### config.mk
export PLATFORM = sky130hd
export DESIGN_NAME = prio_accept_intc
export DESIGN_NICKNAME = d
export VERILOG_FILES = /design/src/rtl/intc_pkg.sv /design/src/rtl/intc_prio_bank.sv /design/src/rtl/intc_arbiter.sv /design/src/rtl/intc_level_ctrl.sv /design/src/rtl/prio_accept_intc.sv
export SDC_FILE = /design/constraint.sdc
export NUM_CORES = 1
export LEC_CHECK = 0
export ABC_AREA = 1
export BUFFER_PORTS_ARGS = -buffer_cell sky130_fd_sc_hd__buf_2
export CELL_PAD_IN_SITES_DETAIL_PLACEMENT = 0
export CELL_PAD_IN_SITES_GLOBAL_PLACEMENT = 2
export CORE_ASPECT_RATIO = 0.8
export CORE_MARGIN = 10
export CORE_UTILIZATION = 34
export DETAILED_ROUTE_END_ITERATION = 16
export GPL_ROUTABILITY_DRIVEN = 0
export GPL_TIMING_DRIVEN = 0
export PLACE_DENSITY = 0.92
export SKIP_LAST_GASP = 1
export SLEW_MARGIN = 5
export SYNTH_ARGS = -nofsm -noshare
export SYNTH_HDL_FRONTEND = slang
export SYNTH_SLANG_ARGS = --single-unit
### constraint.sdc
create_clock -name clk -period 23.6 [get_ports clk]
set_input_delay 1.18 -clock clk [delete_from_list [all_inputs] [get_ports clk]]
set_output_delay 1.18 -clock clk [all_outputs]
set_load 0.05 [all_outputs]
### src/rtl/intc_pkg.sv
package intc_pkg;
  localparam int ADDR_W    = 12;
  localparam int RDATA_W   = 32;
  localparam int WDATA_W   = 8;
  localparam int VEC_BIAS  = 16;
  localparam int VEC_SHIFT = 5;

  localparam logic [ADDR_W-1:0] ADDR_ACCEPT    = 12'h018;
  localparam logic [ADDR_W-1:0] ADDR_VECTOR    = 12'h020;
  localparam logic [ADDR_W-1:0] ADDR_CURLVL    = 12'h030;
  localparam logic [ADDR_W-1:0] ADDR_PRVLVL    = 12'h034;
  localparam logic [ADDR_W-1:0] ADDR_PRIO_BASE = 12'h100;

  typedef enum logic [2:0] {
    SEL_NONE,
    SEL_ACCEPT,
    SEL_VECTOR,
    SEL_CURLVL,
    SEL_PRVLVL,
    SEL_PRIO
  } reg_sel_e;
endpackage

### src/rtl/intc_prio_bank.sv
module intc_prio_bank #(
  parameter int NUM_SRC = 16,
  parameter int PRIO_W  = 4,
  parameter int IDX_W   = 4
) (
  input  logic                            clk,
  input  logic                            rst_n,
  input  logic                            wr_en,
  input  logic [IDX_W-1:0]                wr_idx,
  input  logic [PRIO_W-1:0]               wr_data,
  output logic [NUM_SRC-1:0][PRIO_W-1:0]  prio_q
);
  // One independent priority register per request line.
  for (genvar g = 0; g < NUM_SRC; g++) begin : g_entry
    logic hit;
    assign hit = wr_en && (wr_idx == IDX_W'(g));
    always_ff @(posedge clk) begin
      if (!rst_n)   prio_q[g] <= '0;
      else if (hit) prio_q[g] <= wr_data;
    end
  end
endmodule

### src/rtl/intc_arbiter.sv
module intc_arbiter #(
  parameter int NUM_SRC = 16,
  parameter int PRIO_W  = 4,
  parameter int IDX_W   = 4
) (
  input  logic [NUM_SRC-1:0]              req,
  input  logic [NUM_SRC-1:0][PRIO_W-1:0]  prio,
  input  logic [PRIO_W-1:0]               cur_lvl,
  output logic                            any_elig,
  output logic [IDX_W-1:0]                win_idx,
  output logic [PRIO_W-1:0]               win_prio
);
  logic [NUM_SRC-1:0] elig;

  // A request qualifies only above the running level; level 0 never does.
  for (genvar g = 0; g < NUM_SRC; g++) begin : g_elig
    assign elig[g] = req[g] && (prio[g] > cur_lvl);
  end

  assign any_elig = |elig;

  // Ascending scan with strict compare keeps the lowest index on ties.
  always_comb begin
    win_idx  = '0;
    win_prio = '0;
    for (int i = 0; i < NUM_SRC; i++) begin
      if (elig[i] && (prio[i] > win_prio)) begin
        win_idx  = IDX_W'(i);
        win_prio = prio[i];
      end
    end
  end
endmodule

### src/rtl/intc_level_ctrl.sv
module intc_level_ctrl #(
  parameter int PRIO_W = 4,
  parameter int VEC_W  = 10
) (
  input  logic              clk,
  input  logic              rst_n,
  input  logic              accept_fire,
  input  logic [PRIO_W-1:0] win_prio,
  input  logic [VEC_W-1:0]  win_vec,
  input  logic              lvl_wr,
  input  logic [PRIO_W-1:0] lvl_wdata,
  output logic [PRIO_W-1:0] cur_lvl,
  output logic [PRIO_W-1:0] prev_lvl,
  output logic [VEC_W-1:0]  vec_q
);
  always_ff @(posedge clk) begin
    if (!rst_n) begin
      cur_lvl  <= '0;
      prev_lvl <= '0;
      vec_q    <= '0;
    end else if (accept_fire) begin
      prev_lvl <= cur_lvl;
      cur_lvl  <= win_prio;
      vec_q    <= win_vec;
    end else if (lvl_wr) begin
      cur_lvl  <= lvl_wdata;
    end
  end
endmodule

### src/rtl/prio_accept_intc.sv
module prio_accept_intc
  import intc_pkg::*;
#(
  parameter int NUM_SRC = 16,
  parameter int PRIO_W  = 4
) (
  input  logic                 clk,
  input  logic                 rst_n,
  input  logic [NUM_SRC-1:0]   req,
  input  logic [ADDR_W-1:0]    addr,
  input  logic                 rd_en,
  input  logic                 wr_en,
  input  logic [WDATA_W-1:0]   wdata,
  output logic [RDATA_W-1:0]   rdata,
  output logic                 irq
);
  localparam int IDX_W = (NUM_SRC > 1) ? $clog2(NUM_SRC) : 1;
  localparam int VEC_W = $clog2(NUM_SRC + VEC_BIAS) + VEC_SHIFT;

  reg_sel_e                        sel;
  logic [IDX_W-1:0]                prio_idx;
  logic [ADDR_W-1:0]               prio_off;
  logic [NUM_SRC-1:0][PRIO_W-1:0]  prio_q;
  logic                            any_elig;
  logic [IDX_W-1:0]                win_idx;
  logic [PRIO_W-1:0]               win_prio;
  logic [VEC_W-1:0]                win_vec;
  logic [PRIO_W-1:0]               cur_lvl;
  logic [PRIO_W-1:0]               prev_lvl;
  logic [VEC_W-1:0]                vec_q;
  logic                            wr_ok;
  logic                            accept_fire;

  // Address decode
  assign prio_off = addr - ADDR_PRIO_BASE;
  assign prio_idx = prio_off[IDX_W-1:0];

  always_comb begin
    if (addr == ADDR_ACCEPT)      sel = SEL_ACCEPT;
    else if (addr == ADDR_VECTOR) sel = SEL_VECTOR;
    else if (addr == ADDR_CURLVL) sel = SEL_CURLVL;
    else if (addr == ADDR_PRVLVL) sel = SEL_PRVLVL;
    else if ((addr >= ADDR_PRIO_BASE) &&
             (prio_off < ADDR_W'(NUM_SRC))) sel = SEL_PRIO;
    else                          sel = SEL_NONE;
  end

  // A read in the same cycle wins over a write.
  assign wr_ok       = wr_en && !rd_en;
  assign accept_fire = rd_en && (sel == SEL_ACCEPT) && any_elig;

  intc_prio_bank #(
    .NUM_SRC (NUM_SRC),
    .PRIO_W  (PRIO_W),
    .IDX_W   (IDX_W)
  ) u_bank (
    .clk     (clk),
    .rst_n   (rst_n),
    .wr_en   (wr_ok && (sel == SEL_PRIO)),
    .wr_idx  (prio_idx),
    .wr_data (wdata[PRIO_W-1:0]),
    .prio_q  (prio_q)
  );

  intc_arbiter #(
    .NUM_SRC  (NUM_SRC),
    .PRIO_W   (PRIO_W),
    .IDX_W    (IDX_W)
  ) u_arb (
    .req      (req),
    .prio     (prio_q),
    .cur_lvl  (cur_lvl),
    .any_elig (any_elig),
    .win_idx  (win_idx),
    .win_prio (win_prio)
  );

  // Vector encoding: (index + bias) shifted into place.
  assign win_vec = VEC_W'((VEC_W'(win_idx) + VEC_W'(VEC_BIAS)) << VEC_SHIFT);

  intc_level_ctrl #(
    .PRIO_W      (PRIO_W),
    .VEC_W       (VEC_W)
  ) u_lvl (
    .clk         (clk),
    .rst_n       (rst_n),
    .accept_fire (accept_fire),
    .win_prio    (win_prio),
    .win_vec     (win_vec),
    .lvl_wr      (wr_ok && (sel == SEL_CURLVL)),
    .lvl_wdata   (wdata[PRIO_W-1:0]),
    .cur_lvl     (cur_lvl),
    .prev_lvl    (prev_lvl),
    .vec_q       (vec_q)
  );

  // Read-data return mux
  always_comb begin
    rdata = '0;
    if (rd_en) begin
      case (sel)
        SEL_ACCEPT: rdata = any_elig ? RDATA_W'(win_vec) : '0;
        SEL_VECTOR: rdata = RDATA_W'(vec_q);
        SEL_CURLVL: rdata = RDATA_W'(cur_lvl);
        SEL_PRVLVL: rdata = RDATA_W'(prev_lvl);
        SEL_PRIO:   rdata = RDATA_W'(prio_q[prio_idx]);
        default:    rdata = '0;
      endcase
    end
  end

  assign irq = any_elig;
endmodule

==> out/metrics.cfg, run 1 <==
[run_status]
status = finished, final reports clean

[yosys]
ys_seq_area_share_pct = 19.3
synth_edf_count = 0
synth_top_area_share_pct = 19.3
ys_top_cells_by_count = inv_1 (171), nand2_1 (170), o21ai_0 (128)
synthArstFlopShare_pct = 0
synth_cell_type_count = 40
yosysTopAreaCell = dfxtp_1
synth_area_leaders = dfxtp_1 (19%), ha_1 (18%), inv_1 (8.0%)
synth_ff_type = dfxtp_1
yosysWarnings = 0
syn_area_per_cell_um2 = 6.83
ys_ff_latch = 77
yosysMostFrequentCell = inv_1
netlist_instances = 1169
synth.cell_area_um2 = 7980

[timing]
setup_ws_ns = 2.54
setup_viol = 0
post-route-period-util_pct = 89.2
slew_headroom_pct = 17.1
worst_slew_pin_slew_ns = 1.24
fmax_mhz = 47.5
drv_slew = 0
fin_crit_ns = 21.06
fin_setup_tns_ns = 0
hold_ws_ns = 0.477
fin_skew_ns = 0.0110
hold_viol = 0
rsz0062_at_grt = no

[global_routing]
gr-total-overflow = 0
track_usage_pct = 17.8
antenna_found_initial = 3
grt_pass1_wl_um = 42600
grt_pass1_vias = 7643
grt_max_degree = 20

[power_and_ir_drop]
intPower_uw = 236
powerDensity_nw_per_um2 = 35.5
p_seq_share_pct = 40.7
combPwrFrac_pct = 10.3
clkPwrFrac_pct = 49.0
power_switching_uw = 83.7
ir_worst_vdd_v = 0.0000304
p_sw_share_pct = 26.2
p_leak_uw = 0.00434

[worst_hold_path]
hold_depth = 2
min_delay_worst_endpoint = u_lvl.prev_lvl[0]$_SDFFE_PN0P_
hold_start = u_lvl.prev_lvl[0]$_SDFFE_PN0P_
hp-class = reg2reg

[floorplanning]
dieArea_um2 = 30000
die_height_um = 157
rows = 50
pin_count = 73
die_x_um = 191
start_util_pct = 34.3
core-area_um2 = 23300

[setup_path]
r2r_slack_ns = 4.10
critPathCaptureType = output port
reg2reg_depth = 124
cpLargestDelayFamily = simple AND/OR/NAND/NOR gates
start_kind = flip-flop
worstReg2RegStart = u_lvl.cur_lvl[0]$_SDFFE_PN0P_
cpPeakStageDelay_ns = 1.14
worstSetupPathDepth = 125
path_common_cell = nand2_1
critPathKind = reg2out
path_buf_inv = 14
arrival_ns = 19.88
cpMaxStageDelayCell = dfxtp_1
worstReg2RegEnd = u_lvl.vec_q[8]$_SDFFE_PN0P_
critPathRequiredTime_ns = 22.42
cp_max_fo = 19

[detailed_routing]
vias = 7999
via_per_inst = 5.12
dr.pass1.iters = 5
wl_per_cell_um = 17.0
drt_iter0_drc = 563
ant_nets = 0
drc_errors = 0
routed_wl_um = 26500

[finish]
final_util_pct = 38.7
area_growth_pct = 12.8
drive_gt1_share_pct = 15.0
n_antenna_cell = 0
fin_nets = 1397
nFillCells = 2520

[clock_network]
h-tree-depth = 3
clock_latency_ns = 0.34
cts_root_buf = clkbuf_16
cts_resized = 0
cts.sinks = 77
cts_tree = done
path_clk_slew_ns = 0.06
ctsHoldBuffers = 0
cts_buffers = 9
cts_setup_buffers = 0
cts.path.max_buffers = 2

[placement]
io_buffers = 43
dpl.hpwl_um = 21000
pre_cts_ws_ns = 3.01

[job]
max_cap_viol_count = 0

## cell families after synthesis
kind of cell	after synthesis	share of synthesized area [%]
AND/OR/NAND/NOR	435	28.0
AO/OA/AOI/OAI	321	23.3
buffers and inverters	223	11.8
adder cells (fa/ha/maj)	112	17.6
flip-flops	77	19.3
other	1	0.0470
## routing by layer
layer | track usage (%) | wire length [um]
met5 | 0 | 38
met4 | 3.19 | 308
met3 | 3.65 | 1800
met2 | 26.8 | 10900
met1 | 25.5 | 13500
## final cells by class
type | instances | area, um^2 | area share (%)
Buffer | 42 | 259 | 2.88
Tap cell | 312 | 390 | 4.34
Inverter | 181 | 679 | 7.55
Timing Repair Buffer | 43 | 215 | 2.39
Sequential cell | 77 | 1540 | 17.1
Clock buffer | 10 | 239 | 2.65
Clock inverter | 6 | 93.8 | 1.04
Multi-Input combinational cell | 891 | 5590 | 62.0
## how the worst max path moves through the flow
stage / slack, ns / endpoint / from
finish: 2.54 / rdata[8] / u_lvl.cur_lvl[0]$_SDFFE_PN0P_
global route: 0.35 / rdata[8] / u_lvl.cur_lvl[0]$_SDFFE_PN0P_
floorplan: 5.86 / rdata[7] / req[0]
global placement: 3.15 / rdata[7] / u_lvl.cur_lvl[0]$_SDFFE_PN0P_
CTS: 2.61 / rdata[7] / u_lvl.cur_lvl[0]$_SDFFE_PN0P_
detailed placement: 3.01 / rdata[7] / u_lvl.cur_lvl[0]$_SDFFE_PN0P_
## through the flow
step | total power [uW] | cell area, um^2 | std cells
2_1_floorplan | 155 | 8070 | 1191
3_3_place_gp | 165 | 8670 | 1546
3_5_place_dp | 165 | 8670 | 1546
4_1_cts | 319 | 9000 | 1562
5_1_grt | 328 | 9000 | 1562
6_report | 319 | 9000 | 1562
## flip-flops by register name, indices dropped and copies added, names as in the netlist
register	cells
u_bank.prio_q	64
u_lvl.vec_q	5
u_lvl.prev_lvl	4
u_lvl.cur_lvl	4
## worst reg2reg max path: cells and delay by family (launching register included)
family                   cells  cell delay [ns]
AND/OR/NAND/NOR             68             7.11
adder cells (fa/ha/maj)     16             5.24
AO/OA/AOI/OAI               26             4.83
flip-flops                   1             1.14
buffers and inverters       14             1.08
## cells in the final DEF, fill, tap and decap left out, types with 2 or more instances in the layout
master and n:
a211oi_1 8, a21boi_0 2, a21oi_1 91, a21oi_2 4, a221oi_1 2, a22o_1 2
a22oi_1 8, a31oi_1 13, and2_1 4, buf_2 43, buf_4 23, buf_6 2
bufinv_16 2, clkbuf_1 17, clkbuf_16 9, clkinv_1 5, conb_1 23, dfxtp_1 77
ha_1 112, inv_1 171, inv_2 5, nand2_1 170, nand2_2 38, nand2_4 12
nand3_1 80, nand3_2 16, nand4_1 30, nor2_1 52, nor2_2 14, nor2_4 11
nor3_1 4, o211ai_1 6, o21ai_0 128, o21bai_1 27, o221ai_1 10, o22ai_1 17
## power by group through the flow
stage / Clock, uW / Combinational, uW / Sequential, uW
2_1_floorplan: 0 / 21.8 / 133
3_3_place_gp: 0 / 32.1 / 133
3_5_place_dp: 0 / 32.3 / 133
4_1_cts: 157 / 32.3 / 130
5_1_grt: 163 / 35.3 / 130
6_report: 157 / 32.9 / 130
(Power assumes the default switching activity.)
==> inputs of run 2 (changes only) <==
--- a/config.mk
+++ b/config.mk
@@ -6,16 +6,15 @@
 export NUM_CORES = 1
 export LEC_CHECK = 0
 export ABC_AREA = 1
-export BUFFER_PORTS_ARGS = -buffer_cell sky130_fd_sc_hd__buf_2
 export CELL_PAD_IN_SITES_DETAIL_PLACEMENT = 0
 export CELL_PAD_IN_SITES_GLOBAL_PLACEMENT = 2
-export CORE_ASPECT_RATIO = 0.8
 export CORE_MARGIN = 10
-export CORE_UTILIZATION = 34
+export CORE_UTILIZATION = 39
 export DETAILED_ROUTE_END_ITERATION = 16
+export DONT_BUFFER_PORTS = 1
 export GPL_ROUTABILITY_DRIVEN = 0
 export GPL_TIMING_DRIVEN = 0
-export PLACE_DENSITY = 0.92
+export PLACE_DENSITY = 0.95
 export SKIP_LAST_GASP = 1
 export SLEW_MARGIN = 5
 export SYNTH_ARGS = -nofsm -noshare
==> constraint.sdc (replaced) <==
create_clock -name clk -period 25.5 [get_ports clk]
set_input_delay 1.275 -clock clk [delete_from_list [all_inputs] [get_ports clk]]
set_output_delay 1.275 -clock clk [all_outputs]
set_load 0.05 [all_outputs]
==> out/metrics.cfg, run 2 (same netlist as run 1, synthesis figures left out) <==
[detailed_routing]
drt_iter0_drc = 672
wl_per_cell_um = 17.2
vias = 7728
dr.pass1.iters = 7
via_per_inst = 5.23
routed_wl_um = 25400
drc_errors = 0
ant_nets = 0

[finish]
largest_reg_flops = 64
largestRegisters = u_bank.prio_q (64), u_lvl.vec_q (5)
fin_nets = 1354
nFillCells = 2185
final_util_pct = 43.2
regMostFlops = u_bank.prio_q
multi_input_area_um2 = 5590
final_cell_mix = inv_1 (171), nand2_1 (170), o21ai_0 (128), ha_1 (112), a21oi_1 (91)
final_cell_area_um2 = 8700
final_common_cell = inv_1
drive_gt1_share_pct = 11.8
n_antenna_cell = 0
seq_area_um2 = 1540
area_growth_pct = 9.04

[clock_network]
cts_root_buf = clkbuf_16
cts_setup_buffers = 0
h-tree-depth = 3
cts.path.max_buffers = 2
ctsHoldBuffers = 0
clock_latency_ns = 0.34
path_clk_slew_ns = 0.06
cts_tree = done
cts_buffers = 9
cts.sinks = 77
cts_resized = 0

[floorplanning]
die_x_um = 163
rows = 52
die_height_um = 163
pin_count = 73
core-area_um2 = 20200
start_util_pct = 39.6
dieArea_um2 = 26600

[timing]
setup_viol = 0
drv_slew = 0
hold_viol = 0
slew_headroom_pct = 23.3
post-route-period-util_pct = 83.2
fin_setup_tns_ns = 0
fmax_mhz = 47.1
setup_ws_ns = 4.28
worst_slew_pin_slew_ns = 1.15
rsz0062_at_grt = no
fin_skew_ns = 0.00807
fin_crit_ns = 21.22

[setup_path]
critPathCaptureType = output port
arrival_ns = 19.95
worstReg2RegStart = u_lvl.cur_lvl[0]$_SDFFE_PN0P_
cp_max_fo = 19
start_kind = flip-flop
cpMaxStageDelayCell = dfxtp_1
critPathRequiredTime_ns = 24.23
critPathKind = reg2out
path_buf_inv = 19
path_common_cell = nand2_1
cp-startpoint = u_lvl.cur_lvl[0]$_SDFFE_PN0P_
cpLargestDelayFamily = simple AND/OR/NAND/NOR gates
cpPeakStageDelay_ns = 1.08

[placement]
pre_cts_ws_ns = 4.62
dpl.hpwl_um = 20200
io_buffers = 0
placed_area_um2 = 8400

[power_and_ir_drop]
p_seq_share_pct = 43.1
combPwrFrac_pct = 9.4
p_sw_share_pct = 26.3
ir_worst_vdd_v = 0.0000297
clkPwrFrac_pct = 47.5
power_switching_uw = 73.3
intPower_uw = 206
p_total_uw = 279
p_leak_uw = 0.00413
powerDensity_nw_per_um2 = 32.0

[run_status]
status = finished, final reports clean

[global_routing]
gr-total-overflow = 0
grt_max_degree = 20
track_usage_pct = 18.9
antenna_found_initial = 0
grt_pass1_wl_um = 40000
grt_pass1_vias = 7254

[job]
max_cap_viol_count = 0

[worst_hold_path]
hp-class = reg2reg
hold_start = u_lvl.prev_lvl[0]$_SDFFE_PN0P_

[run 2: cell type report]
class / count / share of cell area [%]
multi-input cells: 891 / 64.2
flip-flops and latches: 77 / 17.7
inverters: 181 / 7.81
well taps: 270 / 3.88
plain buffers: 42 / 2.98
clock buffers: 11 / 2.79
clock inverters: 5 / 0.676
[run 2: layer usage]
metal  vias up  wire (um)  track usage (%)
li1       4039          -                -
met5         -          0                0
met2       144      11800             31.2
met4         0        398             4.22
met3        25       1100             2.74
met1      3520      12100             25.4
[run 2: path summary, 6_finish.rpt]
path | cells after the start | to | slack [ns]
max | 132 | rdata[7] | 4.28
min | 2 | u_lvl.prev_lvl[0]$_SDFFE_PN0P_ | 0.47
max reg2reg | 130 | u_lvl.vec_q[8]$_SDFFE_PN0P_ | 6.34
min reg2reg | 2 | u_lvl.prev_lvl[0]$_SDFFE_PN0P_ | 0.47
[run 2: worst reg2reg max path, delay by kind of cell (launching register included)]
family          cells  cell delay (ns)
fa+ha+maj          16             5.27
compound gates     30             4.47
simple gates       65             6.96
flops               1             1.08
buf+inv            19             1.29
[run 2: power groups by stage]
stage	registers [uW]	clock network (uW)	logic, uW
CTS	120	132	25.8
global route	120	138	27.9
finish	120	132	26.2
floorplan	123	0	20.2
global placement	123	0	25.6
detailed placement	123	0	25.7
[run 2: per-stage QoR]
stage          hold slack [ns]  cells
2_1_floorplan            0.440   1191
3_3_place_gp             0.453   1461
3_5_place_dp             0.456   1461
4_1_cts                  0.470   1477
5_1_grt                  0.502   1477
6_report                 0.467   1477
==> inputs of run 3 (changes only) <==
--- a/config.mk
+++ b/config.mk
@@ -9,12 +9,12 @@
 export CELL_PAD_IN_SITES_DETAIL_PLACEMENT = 0
 export CELL_PAD_IN_SITES_GLOBAL_PLACEMENT = 2
 export CORE_MARGIN = 10
-export CORE_UTILIZATION = 39
+export CORE_UTILIZATION = 33
 export DETAILED_ROUTE_END_ITERATION = 16
 export DONT_BUFFER_PORTS = 1
 export GPL_ROUTABILITY_DRIVEN = 0
 export GPL_TIMING_DRIVEN = 0
-export PLACE_DENSITY = 0.95
+export PLACE_DENSITY = 0.88
 export SKIP_LAST_GASP = 1
 export SLEW_MARGIN = 5
 export SYNTH_ARGS = -nofsm -noshare
==> constraint.sdc (replaced) <==
create_clock -name clk -period 19 [get_ports clk]
set_input_delay 0.95 -clock clk [delete_from_list [all_inputs] [get_ports clk]]
set_output_delay 0.95 -clock clk [all_outputs]
set_load 0.05 [all_outputs]
==> out/metrics.cfg, run 3 (same netlist as run 1, synthesis figures left out) <==
[run_status]
status = finished, final reports clean

[timing]
hold_viol = 0
fin_setup_tns_ns = 0
fmax_mhz = 55.9
setup_viol = 0
fin_skew_ns = 0.00684
post-route-period-util_pct = 94.2
drv_slew = 0
worst_slew_pin_slew_ns = 1.06
fin_crit_ns = 17.90
slew_headroom_pct = 29.8
setup_ws_ns = 1.10

[floorplanning]
core-area_um2 = 23600
die_x_um = 176
dieArea_um2 = 30800
rows = 56
die_height_um = 176
start_util_pct = 33.8
pin_count = 73

[worst_hold_path]
hold_depth = 2
hold_start = u_lvl.prev_lvl[0]$_SDFFE_PN0P_
min_delay_worst_endpoint = u_lvl.prev_lvl[0]$_SDFFE_PN0P_
hp-class = reg2reg

[setup_path]
critPathRequiredTime_ns = 18.05
worstReg2RegStart = u_lvl.cur_lvl[1]$_SDFFE_PN0P_
cpMaxStageDelayCell = a21oi_4
cpPeakStageDelay_ns = 0.37
path_common_cell = nand2_2
start_kind = flip-flop
critPathKind = reg2out
cp-startpoint = u_lvl.cur_lvl[1]$_SDFFE_PN0P_
critPathCaptureType = output port
reg2reg_depth = 134
worstReg2RegEnd = u_lvl.vec_q[7]$_SDFFE_PN0P_
r2r_slack_ns = 2.44
cp_max_fo = 8
arrival_ns = 16.95

[detailed_routing]
vias = 8177
routed_wl_um = 28000
dr.pass1.iters = 5
via_per_inst = 5.17
drt_iter0_drc = 586
drc_errors = 0
wl_per_cell_um = 17.7
ant_nets = 0

[finish]
largest_reg_flops = 64
nFillCells = 2545
seq_area_um2 = 1550
area_growth_pct = 21.3
multi_input_area_um2 = 6060
final_cell_mix = inv_1 (164), nand2_1 (146), ha_1 (98), o21ai_0 (96), a21oi_1 (86)
fin_nets = 1411
final_common_cell = inv_1
n_antenna_cell = 0
largestRegisters = u_bank.prio_q (64), u_lvl.vec_q (5)
drive_gt1_share_pct = 22.4
regMostFlops = u_bank.prio_q

[power_and_ir_drop]
p_total_uw = 385
p_leak_uw = 0.00442
powerDensity_nw_per_um2 = 39.7
ir_worst_vdd_v = 0.0000440

[clock_network]
clock_latency_ns = 0.34
path_clk_slew_ns = 0.06
cts.path.max_buffers = 2
cts_buffers = 9
cts_tree = done
ctsHoldBuffers = 0
cts.sinks = 77
h-tree-depth = 3
cts_root_buf = clkbuf_16

[global_routing]
grt_pass1_vias = 7729
grt_pass1_wl_um = 43500
antenna_found_initial = 0
gr-total-overflow = 0
grt_use_met3_pct = 2.23
use_met1_pct = 22.8
use_met2_pct = 30.4
grt_max_degree = 19
track_usage_pct = 17.6
grt_busiest_layer = met2

[job]
max_cap_viol_count = 0

[placement]
io_buffers = 0
pre_cts_ws_ns = -1.65
dpl.hpwl_um = 20700

run 3: cell count changes in the layout (fill, tap and decap cells not counted), moves of 4 or more:
cell | previous run | this run
ha_1 | 112 | 98
a21oi_1 | 91 | 86
nand2_1 | 170 | 146
o21ai_0 | 128 | 96
ha_4 | 0 | 14
o21ai_2 | 1 | 17
inv_1 | 171 | 164
buf_4 | 23 | 76
nand2_2 | 38 | 62
o21ai_1 | 0 | 11
nand2_4 | 12 | 16
dfxtp_1 | 77 | 73
o21ai_4 | 0 | 5
a21oi_4 | 1 | 5
run 3: how the worst max path moves through the flow:
| stage | slack (ns) | cells past startpoint | end |
|---|---|---|---|
| after global routing | -0.20 | 138 | rdata[8] |
| final | 1.10 | 138 | rdata[8] |
| after floorplan | 1.65 | 137 | rdata[7] |
| after CTS | 0.02 | 138 | rdata[7] |
| after detailed placement | -1.65 | 135 | rdata[8] |
| after global placement | -1.64 | 132 | rdata[7] |
run 3: through the flow:
step	util (%)	area, um^2	hold slack (ns)	cells
global route	41.0	9690	0.513	1583
detailed placement	35.8	8460	0.460	1510
finish	41.0	9690	0.469	1583
floorplan	-	8070	0.440	1191
CTS	37.9	8940	0.472	1536
global placement	35.8	8460	0.460	1510
run 3: layout make-up:
type	instances	area share [%]
Multi-Input combinational cell	895	62.6
Sequential cell	77	16.0
Inverter	181	7.16
Tap cell	319	4.12
Timing Repair Buffer	53	4.11
Clock buffer	12	2.75
Buffer	42	2.75
Clock inverter	4	0.555
run 3: per-layer routing:
layer  part of all wire, %  up-vias
met3                   4.5       15
met4                  0.72        0
met5                     0        -
li1                      -     4172
met1                    46     3822
met2                    49      168
run 3: where the power goes:
part / switching (uW) / internal [uW]
sequential: 0.0252 / 161
combinational: 27.3 / 9.00
clock: 73.9 / 113
run 3: worst max-delay path: cells and delay by family (launching register included):
kind	cells	cell delay, ns
simple gates	70	6.44
fa+ha+maj	16	4.65
compound gates	30	3.65
buf+inv	22	1.40
flops	1	0.35
run 3: timing repair:
action / in CTS / in global routing
resized for setup: 36 / 96
endpoints found under the setup margin: 6 / 12
endpoints found under the hold margin: 0 / 0
cloned: 0 / 4
pin swaps: 11 / 78
buffers inserted: 10 / 43
